## src/rtl/sclgen_pkg.sv

```systemverilog
package sclgen_pkg;
  typedef enum logic [1:0] {
    PH_IDLE = 2'd0,
    PH_LOW  = 2'd1,
    PH_HIGH = 2'd2
  } phase_e;

  localparam logic CFG_ADDR_CTL = 1'b0;
  localparam logic CFG_ADDR_EXT = 1'b1;
endpackage

```

## src/rtl/sclgen_cfg_regs.sv

```systemverilog
module sclgen_cfg_regs
  import sclgen_pkg::*;
#(
  parameter int CCW = 12,
  parameter int DW  = 8
) (
  input  logic           clk,
  input  logic           rst,
  input  logic           we,
  input  logic           addr,
  input  logic [DW-1:0]  wdata,
  output logic [CCW-1:0] cc_o,
  output logic           fast_o
);
  localparam int LO_W = DW - 1;
  localparam int HI_W = CCW - LO_W;

  logic [DW-1:0]   ctl_q;
  logic [HI_W-1:0] ext_q;

  always_ff @(posedge clk) begin
    if (rst) begin
      ctl_q <= '0;
      ext_q <= '0;
    end else if (we) begin
      if (addr == CFG_ADDR_CTL) ctl_q <= wdata;
      else                      ext_q <= wdata[HI_W-1:0];
    end
  end

  assign cc_o   = {ext_q, ctl_q[LO_W-1:0]};
  assign fast_o = ctl_q[DW-1];
endmodule

```

## src/rtl/sclgen_len_calc.sv

```systemverilog
module sclgen_len_calc #(
  parameter int CCW     = 12,
  parameter int LW      = CCW + 2,
  parameter int MIN_CC  = 2,
  parameter bit FAST_EN = 1'b1
) (
  input  logic           clk,
  input  logic           rst,
  input  logic [CCW-1:0] cc,
  input  logic           fast,
  output logic [LW-1:0]  low_len,
  output logic [LW-1:0]  high_len,
  output logic [LW-1:0]  low_mid,
  output logic [LW-1:0]  high_mid
);
  localparam logic [CCW-1:0] MIN_V   = CCW'(MIN_CC);
  localparam logic [LW-1:0]  RST_LO  = LW'(MIN_CC + 3);
  localparam logic [LW-1:0]  RST_HI  = LW'(MIN_CC + 2);

  logic          fast_sel;
  logic [LW-1:0] cc_eff;
  logic [LW-1:0] lo_n;
  logic [LW-1:0] hi_n;

  generate
    if (FAST_EN) begin : g_fast
      assign fast_sel = fast;
    end else begin : g_std_only
      assign fast_sel = 1'b0;
    end
  endgenerate

  always_comb begin
    cc_eff = (cc < MIN_V) ? LW'(MIN_V) : LW'(cc);
    hi_n   = cc_eff + LW'(2);
    if (fast_sel) lo_n = (cc_eff << 1) + LW'(4);
    else          lo_n = cc_eff + LW'(3);
  end

  always_ff @(posedge clk) begin
    if (rst) begin
      low_len  <= RST_LO;
      high_len <= RST_HI;
      low_mid  <= RST_LO >> 1;
      high_mid <= RST_HI >> 1;
    end else begin
      low_len  <= lo_n;
      high_len <= hi_n;
      low_mid  <= lo_n >> 1;
      high_mid <= hi_n >> 1;
    end
  end

  a_r5_min_len: assert property (@(posedge clk) disable iff (rst)
    (low_len >= RST_LO) && (high_len >= RST_HI));
  a_r4_fast_ratio: assert property (@(posedge clk) disable iff (rst)
    (low_len > high_len + LW'(1)) |-> (low_len == (high_len << 1)));
endmodule

```

## src/rtl/sclgen_phase_ctr.sv

```systemverilog
module sclgen_phase_ctr
  import sclgen_pkg::*;
#(
  parameter int LW = 14
) (
  input  logic          clk,
  input  logic          rst,
  input  logic          run,
  input  logic [LW-1:0] low_len,
  input  logic [LW-1:0] high_len,
  input  logic [LW-1:0] low_mid,
  input  logic [LW-1:0] high_mid,
  output logic          scl_low_o,
  output logic          scl_high_o,
  output logic          active_o,
  output logic          drive_tick_o,
  output logic          sample_tick_o
);
  phase_e        phase, nphase;
  logic [LW-1:0] cnt, ncnt;
  logic [LW-1:0] act_low, act_high, act_lmid, act_hmid;
  logic          load;
  logic [LW-1:0] lmid_use;

  always_comb begin
    nphase = phase;
    ncnt   = cnt + 1'b1;
    load   = 1'b0;
    case (phase)
      PH_IDLE: begin
        ncnt = '0;
        if (run) begin
          nphase = PH_LOW;
          load   = 1'b1;
        end
      end
      PH_LOW: begin
        if (cnt == act_low - 1'b1) begin
          nphase = PH_HIGH;
          ncnt   = '0;
        end
      end
      PH_HIGH: begin
        if (cnt == act_high - 1'b1) begin
          ncnt = '0;
          if (run) begin
            nphase = PH_LOW;
            load   = 1'b1;
          end else begin
            nphase = PH_IDLE;
          end
        end
      end
      default: begin
        nphase = PH_IDLE;
        ncnt   = '0;
      end
    endcase
    lmid_use = load ? low_mid : act_lmid;
  end

  always_ff @(posedge clk) begin
    if (rst) begin
      phase         <= PH_IDLE;
      cnt           <= '0;
      act_low       <= '1;
      act_high      <= '1;
      act_lmid      <= '0;
      act_hmid      <= '0;
      scl_low_o     <= 1'b0;
      scl_high_o    <= 1'b1;
      active_o      <= 1'b0;
      drive_tick_o  <= 1'b0;
      sample_tick_o <= 1'b0;
    end else begin
      phase <= nphase;
      cnt   <= ncnt;
      if (load) begin
        act_low  <= low_len;
        act_high <= high_len;
        act_lmid <= low_mid;
        act_hmid <= high_mid;
      end
      scl_low_o     <= (nphase == PH_LOW);
      scl_high_o    <= (nphase != PH_LOW);
      active_o      <= (nphase != PH_IDLE);
      drive_tick_o  <= (nphase == PH_LOW)  && (ncnt == lmid_use);
      sample_tick_o <= (nphase == PH_HIGH) && (ncnt == act_hmid);
    end
  end

  a_r6_drive_in_low: assert property (@(posedge clk) disable iff (rst)
    drive_tick_o |-> (scl_low_o && phase == PH_LOW));
  a_r7_sample_in_high: assert property (@(posedge clk) disable iff (rst)
    sample_tick_o |-> (scl_high_o && active_o && phase == PH_HIGH));
  a_r3_cnt_bound: assert property (@(posedge clk) disable iff (rst)
    (phase == PH_LOW) |-> (cnt < act_low));
  a_r8_len_hold: assert property (@(posedge clk) disable iff (rst)
    (phase != PH_IDLE && $past(phase) != PH_IDLE && !$past(load))
      |-> ($stable(act_low) && $stable(act_high)));
  a_r9_idle_quiet: assert property (@(posedge clk) disable iff (rst)
    !active_o |-> (scl_high_o && !drive_tick_o && !sample_tick_o));
endmodule

```

## src/rtl/i2c_scl_timebase.sv

```systemverilog
module i2c_scl_timebase #(
  parameter int CCW     = 12,
  parameter int DW      = 8,
  parameter int MIN_CC  = 2,
  parameter bit FAST_EN = 1'b1
) (
  input  logic          clk,
  input  logic          rst,
  input  logic          cfg_we,
  input  logic          cfg_addr,
  input  logic [DW-1:0] cfg_wdata,
  input  logic          run_i,
  output logic          scl_low_o,
  output logic          scl_high_o,
  output logic          clk_active_o,
  output logic          drive_tick_o,
  output logic          sample_tick_o
);
  localparam int LW = CCW + 2;

  logic [CCW-1:0] cc;
  logic           fast;
  logic [LW-1:0]  low_len, high_len, low_mid, high_mid;

  sclgen_cfg_regs #(.CCW(CCW), .DW(DW)) u_regs (
    .clk(clk), .rst(rst), .we(cfg_we), .addr(cfg_addr), .wdata(cfg_wdata),
    .cc_o(cc), .fast_o(fast)
  );

  sclgen_len_calc #(.CCW(CCW), .LW(LW), .MIN_CC(MIN_CC), .FAST_EN(FAST_EN)) u_calc (
    .clk(clk), .rst(rst), .cc(cc), .fast(fast),
    .low_len(low_len), .high_len(high_len), .low_mid(low_mid), .high_mid(high_mid)
  );

  sclgen_phase_ctr #(.LW(LW)) u_ctr (
    .clk(clk), .rst(rst), .run(run_i),
    .low_len(low_len), .high_len(high_len), .low_mid(low_mid), .high_mid(high_mid),
    .scl_low_o(scl_low_o), .scl_high_o(scl_high_o), .active_o(clk_active_o),
    .drive_tick_o(drive_tick_o), .sample_tick_o(sample_tick_o)
  );
endmodule

```

## config.mk

```make
export PLATFORM = sky130hd
export DESIGN_NAME = i2c_scl_timebase
export DESIGN_NICKNAME = d
export VERILOG_FILES = /design/src/rtl/sclgen_pkg.sv /design/src/rtl/sclgen_cfg_regs.sv /design/src/rtl/sclgen_len_calc.sv /design/src/rtl/sclgen_phase_ctr.sv /design/src/rtl/i2c_scl_timebase.sv
export SDC_FILE = /design/constraint.sdc
export NUM_CORES = 1
export LEC_CHECK = 0
export ABC_AREA = 1
export BUFFER_PORTS_ARGS = -buffer_cell sky130_fd_sc_hd__buf_2
export CAP_MARGIN = 20
export CORE_UTILIZATION = 40
export DETAILED_ROUTE_END_ITERATION = 8
export PLACE_DENSITY = 0.53
export SYNTH_ARGS = -nofsm -noshare
export SYNTH_HDL_FRONTEND = slang
export SYNTH_SLANG_ARGS = --single-unit
```

## constraint.sdc

```tcl
create_clock -name clk -period 3 [get_ports clk]
set_input_delay 0.6 -clock clk [delete_from_list [all_inputs] [get_ports clk]]
set_output_delay 0.6 -clock clk [all_outputs]
set_load 0.02 [all_outputs]
```

==> flow_metrics.py, run 1 <==
metrics = {
    "sta": {
        "timing.final.max_slew_violations": 0,
        "period_share_pct": 91.38,
        "setup_tns_ps": 0,
        "report.final.hold_viol_count": 0,
        "slew-limit-headroom_pct": 63.43,
        "setup_ws_ps": 258.6,
        "finalSetupViolations": 0,
        "layout_min_cycle_time_ps": 2741,
        "timing_worst_slew_pin_value_ps": 545.2,
        "achievable_clock_frequency_mhz": 364.8,
        "fin_skew_ps": 7.877,
        "hold-worst-slack_ps": 422.5,
    },
    "power": {
        "power_density_nw_per_um2": 581.6,
        "irDropWorstVdd_mv": 0.4143,
        "leakage_nw": 3.543,
    },
    "setup_path": {
        "setup.worst_path.class": "reg2reg",
        "critical-path-slowest-cell": "sky130_fd_sc_hd__dfxtp_1",
        "timing.critical_path.fanout_max": 17,
        "cp-start-kind": "flip-flop",
        "worstPathCellList": "inv_1, ha_1, nand3_1, nor2_4, o21ai_0, nand2_1, nand2_1, nor2_1, nand4_1, nand2_1, nand2_4, buf_4, nand2_4, nand3_1, nand2_1, nand2_1, nor2_1, nand2_1, nor2_1",
        "critical_path.endpoint_type": "flip-flop",
        "timing.reg2reg.worst_path_depth": 19,
        "timing.critical_path.arrival_ps": 3090,
        "worst_r2r_startpoint": "u_ctr.act_low[0]",
        "setup.reg_to_reg.worst_slack_ps": 260,
        "crit_required_ps": 3350,
        "critPathBufInv": 2,
        "cp_launch_point": "u_ctr.act_low[0]",
        "cpLargestDelayFamily": "simple AND/OR/NAND/NOR gates",
        "crit_path_frequent_cell": "sky130_fd_sc_hd__nand2_1",
        "timing.critical_path.slowest_cell_delay_ps": 310,
        "timing.rr.end": "u_ctr.drive_tick_o",
    },
    "routing": {
        "drcViolationCount": 0,
        "routed_wirelength_um": 17850,
        "avgRoutedWirePerCell_um": 14.63,
        "drt_pass1_iterations": 5,
        "dr_total_vias": 5910,
        "detailedRoute.firstIterationViolations": 293,
        "avgViaCountPerCell": 4.844,
        "remaining_antenna_violation_count_after_routing": 0,
    },
    "global_route": {
        "maximum_number_of_pins_on_one_net_before_global_route_repair": 52,
        "antenna_violations_before_repair": 0,
        "overall_global_routing_usage_pct": 23.30,
        "met1_demand_to_capacity_share_in_global_routing_pct": 30.47,
        "globalRoute.busiestLayer": "met2",
        "met3_usage_grt_pct": 4.574,
        "overflow_left_after_global_routing": 0,
        "grtUsageMet2_pct": 38.63,
        "grt_first_pass_wirelength_um": 28880,
        "grt_pass1_vias": 5556,
    },
    "synthesis": {
        "synth_top_area_share_pct": 35.92,
        "seq_area_frac_synth_pct": 35.92,
        "yosys.cell_types.count": 38,
        "syn_nets": 991,
        "syn-cell-area_sq_um": 6410,
        "syn-instance-count": 968,
        "synth_area_leaders": "sky130_fd_sc_hd__dfxtp_1 36%, sky130_fd_sc_hd__nand2_1 16%, sky130_fd_sc_hd__nor2_1 7.8%",
        "synth.ff_latch_count": 115,
        "netlist.top_cell.by_area": "sky130_fd_sc_hd__dfxtp_1",
        "syn_area_per_cell_sq_um": 6.622,
        "ys_warn_count": 0,
    },
    "clock_tree": {
        "tritoncts": "built",
        "worst_skew_pair.late_latency_ps": 420,
        "cts_sinks": 115,
        "cts-root-buf": "sky130_fd_sc_hd__clkbuf_16",
        "cts-htree-levels": 4,
        "cts_buffers": 17,
        "cts.reportedPaths.clkPinSlew_ps": 50,
        "clk_path_buf_depth": 2,
    },
    "status": {
        "outcome": "finished, final reports clean",
    },
    "floorplanning": {
        "core_area_sq_um": 15430,
        "design.die.area_sq_um": 16540,
        "dieHeight_um": 128.6,
        "initial_core_util_pct": 41.55,
        "core.rowCount": 45,
        "io-pin-count": 18,
        "die_width_um": 128.6,
    },
    "final_layout": {
        "nNetsFinal": 1019,
        "finish.utilization_pct": 48.01,
        "layout-drive-gt1-share_pct": 11.40,
        "antenna_cells": 0,
        "fillCellCount": 1681,
        "final_area_sq_um": 7407,
        "syn2layout_area_growth_pct": 15.56,
    },
    "hold_path": {
        "worstHoldStart": "cfg_wdata[0]",
        "holdCritPathClass": "in2reg",
        "hold_path_end": "u_regs.ctl_q[0]",
        "worst_hold_path.num_cells": 3,
    },
    "job": {
        "max-cap-violations": 0,
    },
    "placement": {
        "post_dp_cell_area_sq_um": 6773,
        "gp_congestion": 0.8633,
        "dp_hpwl_um": 13970,
        "place.port_buffers": 17,
        "dp_worst_setup_slack_ps": 122.4,
    },
}
## sequential cells by signal, indices dropped and copies added, names as in the netlist, 2 cells and up
signal	count
u_regs.ext_q	5
u_regs.ctl_q	8
u_ctr.cnt	14
u_calc.low_mid	13
u_ctr.phase	2
u_ctr.act_lmid	14
u_ctr.act_high	14
u_ctr.act_hmid	12
u_ctr.act_low	14
u_calc.high_mid	12
## stage by stage
step / total power, mW / std cells
after floorplan: 2.109 / 968
after global placement: 2.273 / 1188
after detailed placement: 2.272 / 1188
after CTS: 4.342 / 1220
after global routing: 4.502 / 1220
final: 4.308 / 1220
## power breakdown
part	internal, mW	switching (mW)	total [mW]
Combinational	0.192	0.351	0.543
Clock	1.36	0.702	2.06
Sequential	1.62	0.0758	1.70
Total	3.18	1.13	4.31
## final cells by class
cell class              instances  area [sq um]  share of cell area [%]
well taps                     211         264.0                   3.564
clock buffers                  22         474.2                   6.402
flip-flops and latches        115          2302                   31.08
inverters                     119         446.7                   6.030
clock inverters                10         130.1                   1.757
multi-input cells             705          3535                   47.72
repair buffers                 38         255.2                   3.446
## cells in the mapped netlist (all sizes together)
master    n
dfxtp   115
o32ai     2
xnor2    14
or2       3
o22ai     1
nor3b     2
ha       10
nand4    12
nor2    143
o21ai    37
xor2     27
o211ai   16
nand2   300
nand3    70
buf      12
a21oi    46
and2      1
clkinv    6
nor4      2
a211oi    1
inv     113
clkbuf   17
nand3b    9
nor3      8
a31oi     1
## placed cells by master (no fill, tap or decap), drive strengths merged, types with 3 or more instances in the layout
cell type and n:
nor2 143, nand3b 9, inv 113, nand4 12, clkbuf 22, nor3 8, nand2 300, xor2 27
o21ai 37, xnor2 14, ha 10, nand3 70, bufinv 3, buf 38, a21oi 46, or2 3
dfxtp 115, o211ai 16, clkinv 11
## worst max-delay path by stage
| stage | end | slack [ps] | cells past startpoint |
|---|---|---|---|
| CTS | u_ctr.drive_tick_o | 90 | 19 |
| detailed placement | u_ctr.drive_tick_o | 120 | 19 |
| global route | u_ctr.drive_tick_o | -8 | 21 |
| finish | u_ctr.drive_tick_o | 260 | 19 |
| global placement | u_ctr.drive_tick_o | 120 | 19 |
| floorplan | u_calc.low_mid[9] | 600 | 14 |
## logic make-up (layout without fill, tap and decap cells)
group | count (synthesis) | in the layout | synth area share [%]
compound gates | 104 | 104 | 8.940
xor+xnor | 41 | 41 | 5.602
buf+inv | 148 | 189 | 9.408
flops | 115 | 115 | 35.92
fa+ha+maj | 10 | 10 | 1.952
simple gates | 550 | 550 | 38.18
## layer usage
metal,wire (um),part of all wire [%],up-vias
met2,8286,46,115
met3,724,4.1,20
met4,277,1.6,0
li1,-,-,3102
met5,0,0,-
met1,8560,48,2673
## what timing repair did
action                     in CTS  in global routing
setup endpoints to repair       0                  3
gates resized for setup         0                  5
buffers inserted                0                  0
hold buffers                    0                  0
## tightest hold or removal path, stage by stage
cell,delay [ps]
sky130_fd_sc_hd__buf_2,90
sky130_fd_sc_hd__nor2_1,40
sky130_fd_sc_hd__nor2_1,80
(Power assumes the default switching activity.)
==> inputs of run 2 (changes only) <==
CORE_ASPECT_RATIO = 1.1   (was not set)
==> run 2 against run 1 <==
Effect of this change: combinational power barely moved; register-to-register slack improved by 30 ps; global-route usage down 0.20 points; via count down 1.0%; worst hold slack better by 20 ps; sequential power is essentially flat; sequential share of layout area down 0.32 points; total power is 4.2% higher; clock skew barely moved; maximum frequency grew 1.1%; worst setup slack improved by 29 ps.
==> flow_metrics.py, run 2 (synthesis gave the netlist of run 1 again) <==
metrics = {
    "sta": {
        "report.final.hold_viol_count": 0,
        "period_share_pct": 90.42,
        "achievable_clock_frequency_mhz": 368.7,
        "timing.final.max_slew_violations": 0,
        "fin_skew_ps": 7.719,
        "setup_tns_ps": 0,
        "grt_setup_unrepaired": "false",
        "slew-limit-headroom_pct": 62.62,
        "layout_min_cycle_time_ps": 2713,
        "timing_worst_slew_pin_value_ps": 555.6,
        "finalSetupViolations": 0,
    },
    "final_layout": {
        "final_area_sq_um": 7485,
        "syn2layout_area_growth_pct": 16.77,
        "antenna_cells": 0,
        "fillCellCount": 1664,
        "multi_input_area_sq_um": 3543,
        "non_filler_cells_final": 1210,
        "regArea_sq_um": 2302,
        "commonest_non_fill_non_tap_cell_in_the_layout": "sky130_fd_sc_hd__nand2_1",
        "nNetsFinal": 1021,
        "most-common-layout-cells": "279 x sky130_fd_sc_hd__nand2_1, 133 x sky130_fd_sc_hd__nor2_1, 115 x sky130_fd_sc_hd__dfxtp_1",
        "layout-drive-gt1-share_pct": 11.68,
        "finish.utilization_pct": 47.75,
    },
    "setup_path": {
        "critPathBufInv": 4,
        "crit_cells": 15,
        "timing.critical_path.fanout_max": 6,
        "timing.critical_path.arrival_ps": 3010,
        "setup.worst_path.class": "reg2reg",
        "critical-path-slowest-cell": "sky130_fd_sc_hd__nor4_4",
        "worstPathCellList": "inv_1, nand4_1, nor2_1, nand4_1, nand2_1, inv_1, ha_1, nor4_4, nand2_1, nor3_1, buf_4, nand2_1, xor2_1, o21ai_0, inv_1",
        "timing.reg2reg.worst_path_depth": 15,
        "timing.critical_path.slowest_cell_delay_ps": 320,
        "cp-start-kind": "flip-flop",
        "timing.rr.end": "u_calc.low_mid[9]",
        "worst_r2r_startpoint": "u_regs.ext_q[0]",
        "cpLargestDelayFamily": "simple AND/OR/NAND/NOR gates",
        "setup.reg_to_reg.worst_slack_ps": 290,
        "crit_required_ps": 3300,
        "critical_path.endpoint_type": "flip-flop",
    },
    "clock_tree": {
        "cts-root-buf": "sky130_fd_sc_hd__clkbuf_16",
        "cts.reportedPaths.clkPinSlew_ps": 50,
        "cts.repair_timing.setup_buffer_count": 0,
        "worst_skew_pair.late_latency_ps": 410,
        "cts_sinks": 115,
        "cts_buffers": 17,
        "clk_path_buf_depth": 2,
        "tritoncts": "built",
        "cts-htree-levels": 4,
    },
    "global_route": {
        "overall_global_routing_usage_pct": 23.10,
        "met1_demand_to_capacity_share_in_global_routing_pct": 28.32,
        "globalRoute.busiestLayer": "met2",
        "antenna_violations_before_repair": 0,
        "met3_usage_grt_pct": 3.547,
        "grt_pass1_vias": 5666,
        "maximum_number_of_pins_on_one_net_before_global_route_repair": 53,
        "grtUsageMet2_pct": 39.98,
        "grt_first_pass_wirelength_um": 28740,
        "overflow_left_after_global_routing": 0,
    },
    "placement": {
        "gp_congestion": 0.8550,
        "post_dp_cell_area_sq_um": 6787,
        "place_inst": 1179,
        "place.port_buffers": 17,
        "dp_hpwl_um": 13700,
    },
    "hold_path": {
        "holdCritPathClass": "in2reg",
        "worstHoldStart": "cfg_wdata[0]",
        "worst_hold_path.num_cells": 3,
        "hold_path_end": "u_regs.ctl_q[0]",
    },
    "job": {
        "max-cap-violations": 0,
    },
    "floorplanning": {
        "core_area_sq_um": 15680,
        "core.rowCount": 48,
        "design.die.area_sq_um": 16540,
        "io-pin-count": 18,
        "dieHeight_um": 134.8,
        "die_width_um": 122.7,
        "initial_core_util_pct": 40.89,
    },
    "routing": {
        "avgViaCountPerCell": 4.833,
        "routed_wirelength_um": 17550,
        "avgRoutedWirePerCell_um": 14.51,
        "dr_total_vias": 5848,
        "remaining_antenna_violation_count_after_routing": 0,
        "drcViolationCount": 0,
        "drt_pass1_iterations": 5,
        "detailedRoute.firstIterationViolations": 246,
    },
    "power": {
        "power_density_nw_per_um2": 599.5,
        "irDropWorstVdd_mv": 0.4266,
        "leakage_nw": 3.584,
        "internal_power_summed_over_all_cells_mw": 3.367,
        "comb_power_share_pct": 12.1,
        "sw_frac_of_total_pct": 24.96,
        "power_switching_mw": 1.120,
        "p_clk_share_pct": 50.0,
        "finalPower_mw": 4.487,
        "sequentialPowerShare_pct": 37.9,
    },
    "status": {
        "outcome": "finished, final reports clean",
    },
}
==> run 2: cell type report <==
class	count	share of cell area, %
multi-input combinational	705	47.34
sequential	115	30.76
clock buffer	22	6.469
inverter	119	5.968
timing repair buffer	40	3.778
tap	200	3.343
clock inverter	9	2.340
==> run 2: worst max path at each step <==
stage,from,endpoint,slack [ps]
floorplan,u_regs.ext_q[0],u_calc.low_mid[9],600
global placement,u_regs.ext_q[1],u_calc.low_mid[9],140
detailed placement,u_regs.ext_q[0],u_calc.low_mid[9],120
CTS,u_regs.ext_q[0],u_calc.low_mid[9],100
global route,u_ctr.act_high[0],u_ctr.drive_tick_o,3
finish,u_regs.ext_q[0],u_calc.low_mid[9],290
==> run 2: through the flow <==
step / hold WS (ps) / setup slack [ps]
after floorplan: 423.2 / 601.1
after global placement: 449.7 / 135.3
after detailed placement: 452.6 / 120.9
after CTS: 429.6 / 98.19
after global routing: 451.2 / 3.253
final: 442.1 / 287.4
==> run 2: what timing repair did <==
item,in CTS,in global routing
hold endpoints to repair,0,0
setup endpoints to repair,0,3
gates resized for setup,0,7
hold buffers,0,0
==> run 2: worst reg2reg max path: stages, from the launching register on <==
cell and delay [ps]:
sky130_fd_sc_hd__dfxtp_1 310, sky130_fd_sc_hd__inv_1 170, sky130_fd_sc_hd__nand4_1 120, sky130_fd_sc_hd__nor2_1 120, sky130_fd_sc_hd__nand4_1 150, sky130_fd_sc_hd__nand2_1 180, sky130_fd_sc_hd__inv_1 90, sky130_fd_sc_hd__ha_1 270
sky130_fd_sc_hd__nor4_4 320, sky130_fd_sc_hd__nand2_1 130, sky130_fd_sc_hd__nor3_1 210, sky130_fd_sc_hd__buf_4 170, sky130_fd_sc_hd__nand2_1 60, sky130_fd_sc_hd__xor2_1 130, sky130_fd_sc_hd__o21ai_0 140, sky130_fd_sc_hd__inv_1 60
==> run 2: power groups by stage <==
stage          Sequential, mW  Clock, mW  Combinational (mW)
3_3_place_gp             1.73          0               0.539
6_report                 1.70       2.24               0.543
2_1_floorplan            1.71          0               0.394
4_1_cts                  1.70       2.29               0.542
3_5_place_dp             1.73          0               0.538
5_1_grt                  1.71       2.35               0.618
==> run 2: per-layer routing <==
layer | routed length [um] | vias to the layer above
li1 | - | 3113
met1 | 8089 | 2626
met2 | 8654 | 82
met3 | 388 | 27
met4 | 420 | 0
met5 | 0 | -
==> inputs of run 3 (changes only) <==
BUFFER_PORTS_ARGS = -buffer_cell sky130_fd_sc_hd__clkbuf_2   (was -buffer_cell sky130_fd_sc_hd__buf_2)
==> run 3 against run 2 <==
Effect of this change: clock skew decreased by 1.3 ps; routed wire length about the same; first-iteration DRC count down 14%; worst hold slack worse by 14 ps; total power down 4.1%; core utilization decreased by 0.73 points; critical path depth rose by 3; global-route usage decreased by 0.47 points; count of clock-buffer cells in the layout decreased by 1.
==> flow_metrics.py, run 3 (synthesis gave the netlist of run 1 again) <==
metrics = {
    "placement": {
        "gp_congestion": 0.8600,
        "dp_hpwl_um": 13890,
        "place.port_buffers": 17,
    },
    "setup_path": {
        "critical-path-slowest-cell": "sky130_fd_sc_hd__nor2_1",
        "crit_path_frequent_cell": "sky130_fd_sc_hd__nand2_1",
        "timing.critical_path.fanout_max": 8,
        "cp-start-kind": "flip-flop",
        "setup.worst_path.class": "reg2reg",
        "worstPathCellList": "inv_1, nand3_1, nor2_1, o21ai_0, nand2_1, nand2_1, nor2_1, nand4_1, nand2_1, nand2_2, buf_4, nand2_1, nand3_1, nand2_1, nand2_1, nor2_1, nand2_1, nor2_1",
        "critical_path.endpoint_type": "flip-flop",
        "timing.critical_path.slowest_cell_delay_ps": 360,
        "crit_required_ps": 3360,
        "timing.critical_path.arrival_ps": 3130,
    },
    "routing": {
        "avgRoutedWirePerCell_um": 14.59,
        "drt_pass1_iterations": 7,
        "avgViaCountPerCell": 4.867,
        "remaining_antenna_violation_count_after_routing": 0,
        "drcViolationCount": 0,
        "dr_total_vias": 5860,
        "detailedRoute.firstIterationViolations": 212,
        "routed_wirelength_um": 17570,
    },
    "final_layout": {
        "layout-drive-gt1-share_pct": 11.25,
        "most-common-layout-cells": "278 x sky130_fd_sc_hd__nand2_1, 133 x sky130_fd_sc_hd__nor2_1, 115 x sky130_fd_sc_hd__dfxtp_1",
        "nNetsFinal": 1015,
        "commonest_non_fill_non_tap_cell_in_the_layout": "sky130_fd_sc_hd__nand2_1",
        "syn2layout_area_growth_pct": 14.99,
        "antenna_cells": 0,
        "multi_input_area_sq_um": 3523,
        "regArea_sq_um": 2302,
        "fillCellCount": 1672,
    },
    "clock_tree": {
        "cts_hold_buffers": 0,
        "cts.reportedPaths.clkPinSlew_ps": 50,
        "cts_buffers": 17,
        "tritoncts": "built",
        "cts-htree-levels": 4,
        "cts.repair_timing.setup_buffer_count": 0,
        "post_cts_resize_count": 0,
        "cts-root-buf": "sky130_fd_sc_hd__clkbuf_16",
        "worst_skew_pair.late_latency_ps": 420,
        "cts_sinks": 115,
        "clk_path_buf_depth": 2,
    },
    "floorplanning": {
        "io-pin-count": 18,
        "initial_core_util_pct": 40.89,
        "core.rowCount": 48,
        "dieHeight_um": 134.8,
        "die_width_um": 122.7,
        "design.die.area_sq_um": 16540,
        "core_area_sq_um": 15680,
    },
    "power": {
        "irDropWorstVdd_mv": 0.3222,
        "leakage_nw": 3.533,
        "finalPower_mw": 4.305,
        "power_density_nw_per_um2": 584.1,
    },
    "status": {
        "outcome": "finished, final reports clean",
    },
    "sta": {
        "finalSetupViolations": 0,
        "setup_tns_ps": 0,
        "achievable_clock_frequency_mhz": 361.1,
        "grt_setup_unrepaired": "false",
        "fin_skew_ps": 6.399,
        "timing.final.max_slew_violations": 0,
        "layout_min_cycle_time_ps": 2770,
        "slew-limit-headroom_pct": 61.57,
        "period_share_pct": 92.32,
        "timing_worst_slew_pin_value_ps": 571.2,
        "report.final.hold_viol_count": 0,
    },
    "global_route": {
        "maximum_number_of_pins_on_one_net_before_global_route_repair": 45,
        "overall_global_routing_usage_pct": 22.63,
        "grt_pass1_vias": 5356,
        "overflow_left_after_global_routing": 0,
        "antenna_violations_before_repair": 0,
        "grt_first_pass_wirelength_um": 27720,
    },
    "hold_path": {
        "holdCritPathClass": "in2reg",
    },
    "job": {
        "max-cap-violations": 0,
    },
}
-- run 3: changes by cell type in the layout (fill, tap and decap cells not counted), sizes merged --
cell	delta
buf	-23
bufinv	-2
clkbuf	+16
clkinv	+3
-- run 3: final timing paths --
| path | from | cells past startpoint | to | slack, ps |
|---|---|---|---|---|
| max reg2reg | u_ctr.act_low[0] | 18 | u_ctr.drive_tick_o | 230 |
| min | cfg_wdata[0] | 3 | u_regs.ctl_q[0] | 430 |
| max | u_ctr.act_low[0] | 18 | u_ctr.drive_tick_o | 230 |
| min reg2reg | u_ctr.act_hmid[3] | 2 | u_ctr.act_hmid[3] | 460 |
-- run 3: metrics by stage --
step	setup slack [ps]	hold slack (ps)	cells	util, %	instance area (sq um)
after floorplan	601.1	423.2	968	-	6410
after global placement	166.9	454.5	1173	43.01	6741
after detailed placement	176.7	454.1	1173	43.01	6741
after CTS	168.5	419.1	1204	46.90	7352
after global routing	10.85	436.6	1204	47.02	7371
final	230.3	428.5	1204	47.02	7371
-- run 3: power breakdown --
group | switching [mW] | internal [mW]
sequential | 0.0769 | 1.62
combinational | 0.349 | 0.185
clock | 0.692 | 1.38
total | 1.12 | 3.19
-- run 3: critical path, delay by kind of cell, from the launching register on --
kind                   cells  cell delay [ps]
buffers and inverters      2              340
AND/OR/NAND/NOR           15             1900
AO/OA/AOI/OAI              1              150
flip-flops                 1              320
-- run 3: layout make-up --
class	instances	share of cell area [%]
Multi-Input combinational cell	705	47.80
Clock inverter	10	1.765
Clock buffer	21	6.518
Tap cell	200	3.395
Timing Repair Buffer	34	3.225
Sequential cell	115	31.23
Inverter	119	6.060
-- run 3: metal layers --
layer | up-vias | global-route usage [%] | wire length, um
met5 | - | 0 | 0
met4 | 0 | 8.604 | 305
met3 | 23 | 3.252 | 541
met2 | 85 | 39.64 | 8795
met1 | 2645 | 27.71 | 7923
li1 | 3107 | - | -
